### src/rtl/wdc_pkg.sv
package wdc_pkg;
  localparam int PRESC_W = 8;
  localparam logic [PRESC_W-1:0] PRESC_FLOOR = 8'd2;
  localparam logic [1:0] MODE_HWSIG = 2'b11;
  localparam logic [3:0] SRC_PREV_END = 4'h5;
  localparam logic [3:0] OFF_CTRL = 4'h0;
  localparam logic [3:0] OFF_LO = 4'h4;
  localparam logic [3:0] OFF_HI = 4'h8;

  typedef struct packed {
    logic start;
    logic stop;
    logic loadLo;
    logic loadHi;
  } cntStrobe_t;

  typedef struct packed {
    logic en;
    logic [1:0] mode;
    logic [3:0] src;
    logic [PRESC_W-1:0] presc;
  } cntCfg_t;
endpackage

### src/rtl/wdc_regctl.sv
module wdc_regctl
  import wdc_pkg::*;
#(
  parameter int NUM_CNT = 2,
  parameter int CNT_W = 64,
  parameter int DATA_W = 32,
  parameter int ADDR_W = 8,
  parameter int WD_IDX = 1
) (
  input  logic clk,
  input  logic rstN,
  input  logic wrEn,
  input  logic [ADDR_W-1:0] addr,
  input  logic [DATA_W-1:0] wrData,
  input  logic [NUM_CNT-1:0][CNT_W-1:0] liveCnt,
  input  logic [NUM_CNT-1:0] active,
  output cntCfg_t [NUM_CNT-1:0] cfg,
  output cntStrobe_t [NUM_CNT-1:0] strb,
  output logic selWd,
  output logic [DATA_W-1:0] rdData
);
  localparam int IDX_W = ADDR_W - 4;
  localparam int SEL_IDX = NUM_CNT;
  localparam int PAD_W = DATA_W - 16;

  logic [IDX_W-1:0] idx;
  logic [3:0] off;
  cntCfg_t [NUM_CNT-1:0] cfgQ;
  logic selQ;

  assign idx = addr[ADDR_W-1:4];
  assign off = addr[3:0];
  assign cfg = cfgQ;
  assign selWd = selQ;

  // decode writes into per-counter strobes
  always_comb begin
    for (int i = 0; i < NUM_CNT; i++) begin
      logic hit;
      logic ctrlWr;
      hit = wrEn && (idx == IDX_W'(i));
      ctrlWr = hit && (off == OFF_CTRL);
      strb[i].start = ctrlWr && wrData[0] && !cfgQ[i].en && (wrData[3:2] != MODE_HWSIG);
      strb[i].stop = ctrlWr && !wrData[0] && cfgQ[i].en;
      strb[i].loadLo = hit && (off == OFF_LO);
      strb[i].loadHi = hit && (off == OFF_HI);
    end
  end

  always_ff @(posedge clk) begin
    if (!rstN) begin
      cfgQ <= '0;
      selQ <= 1'b0;
    end else if (wrEn) begin
      for (int i = 0; i < NUM_CNT; i++) begin
        if (idx == IDX_W'(i) && off == OFF_CTRL) begin
          cfgQ[i].en <= wrData[0];
          cfgQ[i].mode <= wrData[3:2];
          cfgQ[i].src <= wrData[7:4];
          cfgQ[i].presc <= wrData[15:8];
        end
      end
      if (idx == IDX_W'(SEL_IDX) && off == OFF_CTRL) selQ <= wrData[WD_IDX];
    end
  end

  always_comb begin
    rdData = '0;
    for (int i = 0; i < NUM_CNT; i++) begin
      if (idx == IDX_W'(i)) begin
        case (off)
          OFF_CTRL: rdData = {{PAD_W{1'b0}}, cfgQ[i].presc, cfgQ[i].src, cfgQ[i].mode,
                              active[i], cfgQ[i].en};
          OFF_LO: rdData = liveCnt[i][DATA_W-1:0];
          OFF_HI: rdData = liveCnt[i][CNT_W-1:DATA_W];
          default: rdData = '0;
        endcase
      end
    end
    if (idx == IDX_W'(SEL_IDX) && off == OFF_CTRL) rdData[WD_IDX] = selQ;
  end
endmodule

### src/rtl/wdc_datapath.sv
module wdc_datapath
  import wdc_pkg::*;
#(
  parameter int NUM_CNT = 2,
  parameter int CNT_W = 64,
  parameter int DATA_W = 32
) (
  input  logic clk,
  input  logic rstN,
  input  cntStrobe_t [NUM_CNT-1:0] strb,
  input  cntCfg_t [NUM_CNT-1:0] cfg,
  input  logic [DATA_W-1:0] wrData,
  output logic [NUM_CNT-1:0][CNT_W-1:0] liveCnt,
  output logic [NUM_CNT-1:0] active,
  output logic [NUM_CNT-1:0] endEvt
);
  for (genvar i = 0; i < NUM_CNT; i++) begin : gCnt
    logic [CNT_W-1:0] reloadQ;
    logic [CNT_W-1:0] cntQ;
    logic [PRESC_W-1:0] tickQ;
    logic [PRESC_W-1:0] effPresc;
    logic actQ;
    logic evtQ;
    logic prevEvt;
    logic trigHit;
    logic fire;

    if (i == 0) begin : gFirst
      assign prevEvt = 1'b0;
    end else begin : gChain
      assign prevEvt = endEvt[i-1];
    end

    assign effPresc = (cfg[i].presc < PRESC_FLOOR) ? PRESC_FLOOR : cfg[i].presc;
    assign trigHit = cfg[i].en && (cfg[i].mode == MODE_HWSIG) &&
                     (cfg[i].src == SRC_PREV_END) && prevEvt;
    assign fire = strb[i].start || trigHit;

    always_ff @(posedge clk) begin
      if (!rstN) begin
        reloadQ <= '0;
        cntQ <= '0;
        tickQ <= '0;
        actQ <= 1'b0;
        evtQ <= 1'b0;
      end else begin
        evtQ <= 1'b0;
        if (strb[i].loadLo) reloadQ[DATA_W-1:0] <= wrData;
        if (strb[i].loadHi) reloadQ[CNT_W-1:DATA_W] <= wrData;
        if (strb[i].stop) begin
          actQ <= 1'b0;
          tickQ <= '0;
        end else if (fire) begin
          tickQ <= '0;
          if (reloadQ == '0) begin
            cntQ <= '0;
            actQ <= 1'b0;
            evtQ <= 1'b1;
          end else begin
            cntQ <= reloadQ;
            actQ <= 1'b1;
          end
        end else if (actQ) begin
          if (tickQ == effPresc - 8'd1) begin
            tickQ <= '0;
            cntQ <= cntQ - 1'b1;
            if (cntQ == CNT_W'(1)) begin
              actQ <= 1'b0;
              evtQ <= 1'b1;
            end
          end else begin
            tickQ <= tickQ + 8'd1;
          end
        end
      end
    end

    assign liveCnt[i] = cntQ;
    assign active[i] = actQ;
    assign endEvt[i] = evtQ;
  end
endmodule

### src/rtl/wdc_top.sv
module wdc_top
  import wdc_pkg::*;
#(
  parameter int NUM_CNT = 2,
  parameter int CNT_W = 64,
  parameter int DATA_W = 32,
  parameter int ADDR_W = 8,
  parameter int WD_IDX = 1
) (
  input  logic clk,
  input  logic rstN,
  input  logic wrEn,
  input  logic [ADDR_W-1:0] addr,
  input  logic [DATA_W-1:0] wrData,
  output logic [DATA_W-1:0] rdData,
  output logic resetReq
);
  cntCfg_t [NUM_CNT-1:0] cfg;
  cntStrobe_t [NUM_CNT-1:0] strb;
  logic [NUM_CNT-1:0][CNT_W-1:0] liveCnt;
  logic [NUM_CNT-1:0] active;
  logic [NUM_CNT-1:0] endEvt;
  logic selWd;

  wdc_regctl #(
    .NUM_CNT(NUM_CNT), .CNT_W(CNT_W), .DATA_W(DATA_W), .ADDR_W(ADDR_W), .WD_IDX(WD_IDX)
  ) uCtl (
    .clk(clk), .rstN(rstN), .wrEn(wrEn), .addr(addr), .wrData(wrData),
    .liveCnt(liveCnt), .active(active), .cfg(cfg), .strb(strb),
    .selWd(selWd), .rdData(rdData)
  );

  wdc_datapath #(
    .NUM_CNT(NUM_CNT), .CNT_W(CNT_W), .DATA_W(DATA_W)
  ) uDp (
    .clk(clk), .rstN(rstN), .strb(strb), .cfg(cfg), .wrData(wrData),
    .liveCnt(liveCnt), .active(active), .endEvt(endEvt)
  );

  assign resetReq = endEvt[WD_IDX] && selWd;
endmodule

### config.mk
export PLATFORM = sky130hd
export DESIGN_NAME = wdc_top
export DESIGN_NICKNAME = d
export VERILOG_FILES = /design/src/rtl/wdc_pkg.sv /design/src/rtl/wdc_regctl.sv /design/src/rtl/wdc_datapath.sv /design/src/rtl/wdc_top.sv
export SDC_FILE = /design/constraint.sdc
export NUM_CORES = 1
export LEC_CHECK = 0
export BUFFER_PORTS_ARGS = -buffer_cell sky130_fd_sc_hd__buf_2
export CAP_MARGIN = 5
export CORE_UTILIZATION = 50
export CTS_CLUSTER_SIZE = 20
export DETAILED_ROUTE_END_ITERATION = 8
export PLACE_DENSITY = 0.7
export SYNTH_ARGS = -nofsm -noshare
export SYNTH_HDL_FRONTEND = slang
export SYNTH_SLANG_ARGS = --single-unit
### constraint.sdc
create_clock -name clk -period 3.73 [get_ports clk]
set_clock_uncertainty 0.15 [all_clocks]
set_input_delay 0.746 -clock clk [delete_from_list [all_inputs] [get_ports clk]]
set_output_delay 0.746 -clock clk [all_outputs]
set_load 0.03 [all_outputs]
==> results.md, run 1 <==
* Post-Synthesis Cells at 2,145
* Clock-pin slew on the worst setup and hold paths at 0.06 ns
* Gp weighted congestion at 1.03
* Startpoint Class: register
* Top_reg_cell synth: dfxtp_1
* Largest cells by area after synthesis: dfxtp_1 (38%), nand2_1 (9.5%), a21oi_1 (7.4%)
* Row count at 65
* Worst slew margin at 43.7%
* # hold bufs at CTS at 0
* Clk sink count at 307
* Worst skew pair latency at 0.53 ns
* Top cell type by total area after synthesis: dfxtp_1
* HPWL Detailed at 43,600 µm
* Cell Area, Synth at 16,300 µm²
* Routed WL at 62,700 µm
* Fraction of layout cells with a size suffix above 1 at 12.2%
* Critical Path Sink Type: register
* Placed Area at 17,500 µm²
* Worst-Margin Slew at 0.837 ns
* Max-slew violation count at 0
* Layout Utilization at 58.9%
* Gr usage total at 37.2%
* Clock buffer depth at 3
* Pre-CTS setup slack at 0.170 ns
* Synth cell types at 74
* Final worst slack at 0.165 ns
* Peak supply drop at 0.476 mV
* Crit Path Max Fanout at 9
* Initial DRC Count at 2,615
* Largest net degree at the start of global routing at 102
* Fin. Hold Viols at 0
* Worst Setup SP: uCtl.cfg[3]
* PwrDens at 392 nW/µm²
* Global-route wire length before repair at 96,000 µm
* CP Data Arrival Time at 3.80 ns
* Die Wd at 183 µm
* Seq cells post-synth at 307
* Via/cell ratio at 6.67
* Status: finished clean
* Worst Reg-to-Reg Cells at 12
* RSZ-0062 raised after global routing: true
* Vias in the first global route at 16.0k
* Period utilization at 95.6%
* CTS Buf Count at 36
* Required time of the worst setup path at 3.97 ns
* Yosys Warn Count at 0
* End of the critical path: uDp.gCnt[0].cntQ[37]
* CTS root buf: clkbuf_16
* Core area at 31,900 µm²
* Via count at 17.6k
* Max Clk Rate at 281 MHz
* Final TNS setup at 0 ns
* Fillers at 2,972
* Most common cell in the netlist: nand2_1
* DRT antenna net count at 0
* MaxCap Viol Count at 0
* Initial core utilization at 51.2%
* R2R Setup Slk at 0.17 ns
* # H-tree levels at 2
* Syn Nets at 2,196
* Post-layout min period at 3.56 ns
* Antenna cell count at 0
* Crit Path Class: reg -> reg
* Hold Crit Class: reg -> reg
* Grt ovf at 0
* Post-synth top cells: nand2_1 (413), dfxtp_1 (307), a21oi_1 (243), nor2_1 (156), clkbuf_1 (137)
* Post-synth top area share at 37.6%
* R2r startpoint: uCtl.cfg[3]
* Die ar. at 33,400 µm²
* Seq/Total Area, Yosys at 37.6%
* DRC at 0
* Router iterations before antenna repair at 8
* Leakage power at 7.15 nW
* Initial antenna violation count at 1
* Die height at 183 µm
* Port bufs at 75
* Final setup violation count at 0
* Final Instance Area at 18,800 µm²
* # IOs at 76
* Avg WL per Cell at 23.7 µm
* Mean Syn Cell Area at 7.61 µm²
* Area delta synth->final at 14.9%
* Worst hold start: uCtl.cfg[13]
* FFs w/ async S/R, synth at 0%
* Reg-to-reg endpoint: uDp.gCnt[0].cntQ[37]
* Nets at 2,236
* Post-synth EDFFs at 0
* Min Hold Slack at 0.314 ns
* CTS tree: yes
==> cells by family (layout without fill, tap and decap cells) <==
logic type | count (synthesis) | in the layout | share of synthesized area (%)
xor gates and xnor gates | 67 | 67 | 3.59
DFF | 307 | 307 | 37.6
adders and majority gates | 8 | 8 | 0.613
AOI/OAI and AO/OA | 628 | 628 | 24.8
and+or+nand+nor | 923 | 923 | 27.0
buffers and inverters | 177 | 241 | 4.27
muxes | 35 | 35 | 2.15
==> registers in the layout (all words and copies together) (netlist names) <==
| name | cells |
|---|---|
| uDp.gCnt.reloadQ | 128 |
| uDp.gCnt.tickQ | 16 |
| uDp.gCnt.evtQ | 2 |
| uDp.gCnt.cntQ | 128 |
| uDp.gCnt.actQ | 2 |
| uCtl.cfg | 30 |
| uCtl.selWd | 1 |
==> worst min-delay path by stage <==
stage,end,slack (ns),depth (start not counted)
after floorplan,uCtl.cfg[10],0.29,2
after global placement,uCtl.cfg[10],0.29,2
after detailed placement,uCtl.cfg[10],0.30,2
after CTS,uCtl.cfg[10],0.31,2
after global routing,uCtl.cfg[10],0.33,2
final,uCtl.cfg[13],0.31,2
==> timing repair <==
item                                    4_1_cts  5_1_grt
buffers inserted                              0        2
endpoints found under the setup margin        0       54
gates resized for setup                       0       14
==> cells in the final DEF, fill, tap and decap left out, types with 8 or more instances in the layout <==
cell       synthesis  routed
a211oi_1          59      59
a21oi_1          243     241
a221oi_1          21      21
a22oi_1           58      58
a31oi_1           11      11
a32oi_1           11      11
and2_1            11      11
and3_1            12      12
buf_12             0      13
buf_2             14      75
buf_4              0      72
clkbuf_16          0      37
clkbuf_8           0       9
dfxtp_1          307     307
inv_1             17      16
mux2i_1           35      35
nand2_1          413     413
nand3_1           30      30
nand4_1           32      32
nor2_1           156     151
nor2b_1           10       9
nor3_1            81      78
nor4_1            73      72
nor4_2             7       8
o211ai_1          24      24
o21ai_0           53      52
o21ai_1           21      22
o22ai_1           29      28
o311ai_0          20      15
or3_1             22      22
or4_1             27      27
xnor2_1           20      20
xor2_1            47      47
==> metrics by stage <==
| stage | std cells | power [mW] |
|---|---|---|
| 4_1_cts | 2642 | 7.35 |
| 6_report | 2644 | 7.35 |
| 3_3_place_gp | 2580 | 3.70 |
| 2_1_floorplan | 2145 | 3.54 |
| 3_5_place_dp | 2580 | 3.70 |
| 5_1_grt | 2644 | 7.53 |
==> critical path, stage by stage (launching register included) <==
cell and delay (ns):
dfxtp_1 0.31, or4_1 0.58, o41ai_4 0.28, ha_2 0.28
nor4bb_1 0.20, o21ai_0 0.11, nor4b_1 0.31, nor4b_4 0.26
buf_6 0.18, nand2_1 0.11, buf_4 0.22, o311ai_0 0.30
o21ai_0 0.13
==> final cells by class <==
type	instances	area, µm²	share of cell area [%]
multi-input cells	1661	9580	51.0
flip-flops and latches	307	6150	32.7
repair buffers	162	1200	6.39
clock buffers	51	1070	5.69
well taps	435	544	2.90
clock inverters	11	166	0.887
inverters	17	68.8	0.367
==> per-layer routing <==
metal	global-route usage, %	up-vias	share of wire (%)
met5	0	-	0.030
met4	14.5	2	3.7
met3	6.19	154	12
met2	54.7	1126	42
met1	54.0	8391	42
li1	-	7964	-
==> where the power goes <==
group	internal, mW	total (mW)	switching (mW)
Sequential	3.28	3.29	0.00493
Clock	2.27	3.71	1.44
Combinational	0.102	0.357	0.255
Total	5.66	7.35	1.70
(Power assumes the default switching activity.)
==> run 2: changes to the inputs <==
==> constraint.sdc (replaced) <==
create_clock -name clk -period 3.73 [get_ports clk]
set_clock_uncertainty 0.15 [all_clocks]
set_input_delay 0.1865 -clock clk [delete_from_list [all_inputs] [get_ports clk]]
set_output_delay 0.1865 -clock clk [all_outputs]
set_load 0.03 [all_outputs]
==> results.md, run 2 (same netlist as run 1, synthesis figures left out) <==
* Pre-CTS setup slack at 0.187 ns (+0.0172 ns)
* Critical Path Sink Type: register
* Max Used Layer: met4
* Via count at 17.8k (+0.68%)
* Status: finished clean
* Initial antenna violation count at 0 (-1)
* Leakage power at 7.23 nW (+1.1%)
* Fraction of layout cells with a size suffix above 1 at 11.7% (-0.45 points)
* Footprint of the multi-input gates at 9570 µm² (-0.10%)
* Worst skew pair latency at 0.52 ns (about the same)
* Nets at 2,269 (+1.5%)
* DRC at 0 (unchanged)
* Hold Crit Class: in -> reg
* DRT antenna net count at 0 (unchanged)
* Reg-to-reg endpoint: uDp.gCnt[0].cntQ[20]
* Sw power at 1.69 mW (-0.66%)
* Port bufs at 75 (unchanged)
* Post-layout min period at 3.52 ns (-0.0406 ns)
* Non-Filler Instances at 2,677 (+1.2%)
* Vias in the first global route at 16.0k (+0.51%)
* Final TNS setup at 0 ns (unchanged)
* Worst-Margin Slew at 0.908 ns (+0.0708 ns)
* Max Clk Rate at 284 MHz (+1.2%)
* CP max stage delay at 0.58 ns (about the same)
* Avg WL per Cell at 23.7 µm (about the same)
* CTS root buf: clkbuf_16
* Die ar. at 33,400 µm² (unchanged)
* HPWL Detailed at 43,500 µm (-0.32%)
* Initial core utilization at 51.2% (unchanged)
* # IOs at 76 (unchanged)
* Worst Setup SP: uCtl.cfg[3]
* CP Data Arrival Time at 3.77 ns (-0.03 ns)
* Commonest cells after routing, fill and taps aside: nand2_1 (413), dfxtp_1 (307), a21oi_1 (241), nor2_1 (152), buf_4 (81)
* Required time of the worst setup path at 3.98 ns (about the same)
* Grt ovf at 0 (unchanged)
* CTS tree: yes
* Router iterations before antenna repair at 9 (+1)
* Final worst slack at 0.206 ns (+0.0406 ns)
* Worst Reg-to-Reg Cells at 13 (+1)
* Area delta synth->final at 16.1%
* Peak supply drop at 0.360 mV (-24%)
* Logic pwr share at 5.2% (+0.3 points)
* PwrDens at 387 nW/µm² (-1.2%)
* Placed cells at 2,580 (unchanged)
* Startpoint Class: register
* Net Sw Frac at 23.0% (-0.094 points)
* Core area at 31,900 µm² (unchanged)
* Die Wd at 183 µm (unchanged)
* Leading cell type in the layout, fill and taps excluded: nand2_1
* Max-slew violation count at 0 (unchanged)
* Fin. Hold Viols at 0 (unchanged)
* Global-route wire length before repair at 97,100 µm (+1.0%)
* RSZ-0062 raised after global routing: false
* R2r startpoint: uCtl.cfg[3]
* Largest net degree at the start of global routing at 81 (-21%)
* Clk sink count at 307 (unchanged)
* Register area at 6150 µm² (unchanged)
* Met2 WL at 27,000 µm (+1.9%)
* Most Frequent Cell on Critical Path: buf_4
* Gr usage total at 37.6% (+0.38 points)
* Clk pwr share at 50.0% (-0.4 points)
* Die height at 183 µm (unchanged)
* Fillers at 2,914 (-2.0%)
* R2R Setup Slk at 0.21 ns (+0.04 ns)
* Critical-path top delay cell: or4_1
* Antenna cell count at 0 (unchanged)
* Initial DRC Count at 2,274 (-13%)
* Crit Path Class: reg -> reg
* Via/cell ratio at 6.63 (-0.56%)
* WL met1 at 26,400 µm (-0.66%)
* Routed WL at 63,400 µm (+1.2%)
* Met3 WL post-DR at 7190 µm (-1.3%)
* Worst slew margin at 38.9% (-4.8 points)
* End of the critical path: uDp.gCnt[0].cntQ[20]
* Final setup violation count at 0 (unchanged)
* Row count at 65 (unchanged)
* Clock buffer depth at 3 (unchanged)
* Sequential Power Share at 44.8% (about the same)
* Period utilization at 94.5% (-1.1 points)
* Pint at 5.65 mW (-0.14%)
* Clock-pin slew on the worst setup and hold paths at 0.06 ns (about the same)
* Crit Path Max Fanout at 10 (+1)
* Worst path cell trace: or4_1, o41ai_4, ha_2, buf_4, nand3b_1, a21boi_0, o22ai_1, nor4b_4, buf_6, nand2_1, buf_4, o311ai_0, o21ai_0
* Gp weighted congestion at 0.965 (-6.6%)
* # H-tree levels at 2 (unchanged)
* MaxCap Viol Count at 0 (unchanged)
* CTS Buf Count at 36 (unchanged)
run 2: changes by cell type in the layout (fill, tap and decap cells not counted), sizes merged:
cell         delta
buf             -1
clkbuf          +2
clkinvlp        +1
dlygate4sd3    +34
inv             -3
run 2: worst max-delay path: cells and delay by family (launching register included):
family	cells	cell delay (ns)
simple gates	4	1.06
fa+ha+maj	1	0.25
buf+inv	3	0.51
compound gates	5	1.12
flops	1	0.31
run 2: power groups by stage:
stage | registers, mW | clock network, mW | logic (mW)
6_report | 3.29 | 3.67 | 0.379
5_1_grt | 3.29 | 3.83 | 0.397
4_1_cts | 3.29 | 3.68 | 0.365
3_5_place_dp | 3.36 | 0 | 0.337
3_3_place_gp | 3.36 | 0 | 0.335
2_1_floorplan | 3.36 | 0 | 0.186
run 2: cell type report:
type	instances	area share, %
Inverter	17	0.363
Clock buffer	53	5.62
Multi-Input combinational cell	1661	50.5
Timing Repair Buffer	195	7.47
Sequential cell	307	32.4
Tap cell	435	2.87
Clock inverter	9	0.779
run 2: routing by layer:
metal  vias up  track usage, %
li1       8055               -
met1      8403            53.1
met2      1111            55.9
met3       188            6.81
met4         0            16.1
met5         -               0
run 2: how the worst min path moves through the flow:
| stage | startpoint | endpoint | cells past startpoint |
|---|---|---|---|
| CTS | addr[5] | uCtl.selWd | 5 |
| global route | rstN | uCtl.cfg[18] | 3 |
| detailed placement | uCtl.cfg[13] | uCtl.cfg[13] | 2 |
| finish | addr[5] | uCtl.selWd | 5 |
| floorplan | wrData[6] | uCtl.cfg[10] | 2 |
| global placement | uCtl.cfg[13] | uCtl.cfg[13] | 2 |
run 2: what timing repair did:
action,CTS,global route
gates resized for setup,0,6
hold buffers,34,0
setup buffers,0,1
endpoints found under the setup margin,0,39
endpoints found under the hold margin,159,0
run 2: per-stage QoR:
step | power (mW) | instance area [µm²] | hold WS, ns | utilization (%)
floorplan | 3.54 | 16300 | 0.172 | -
global placement | 3.69 | 17400 | 0.292 | 54.5
detailed placement | 3.70 | 17400 | 0.307 | 54.5
CTS | 7.34 | 18900 | 0.0785 | 59.4
global route | 7.51 | 19000 | 0.143 | 59.5
finish | 7.34 | 19000 | 0.102 | 59.5
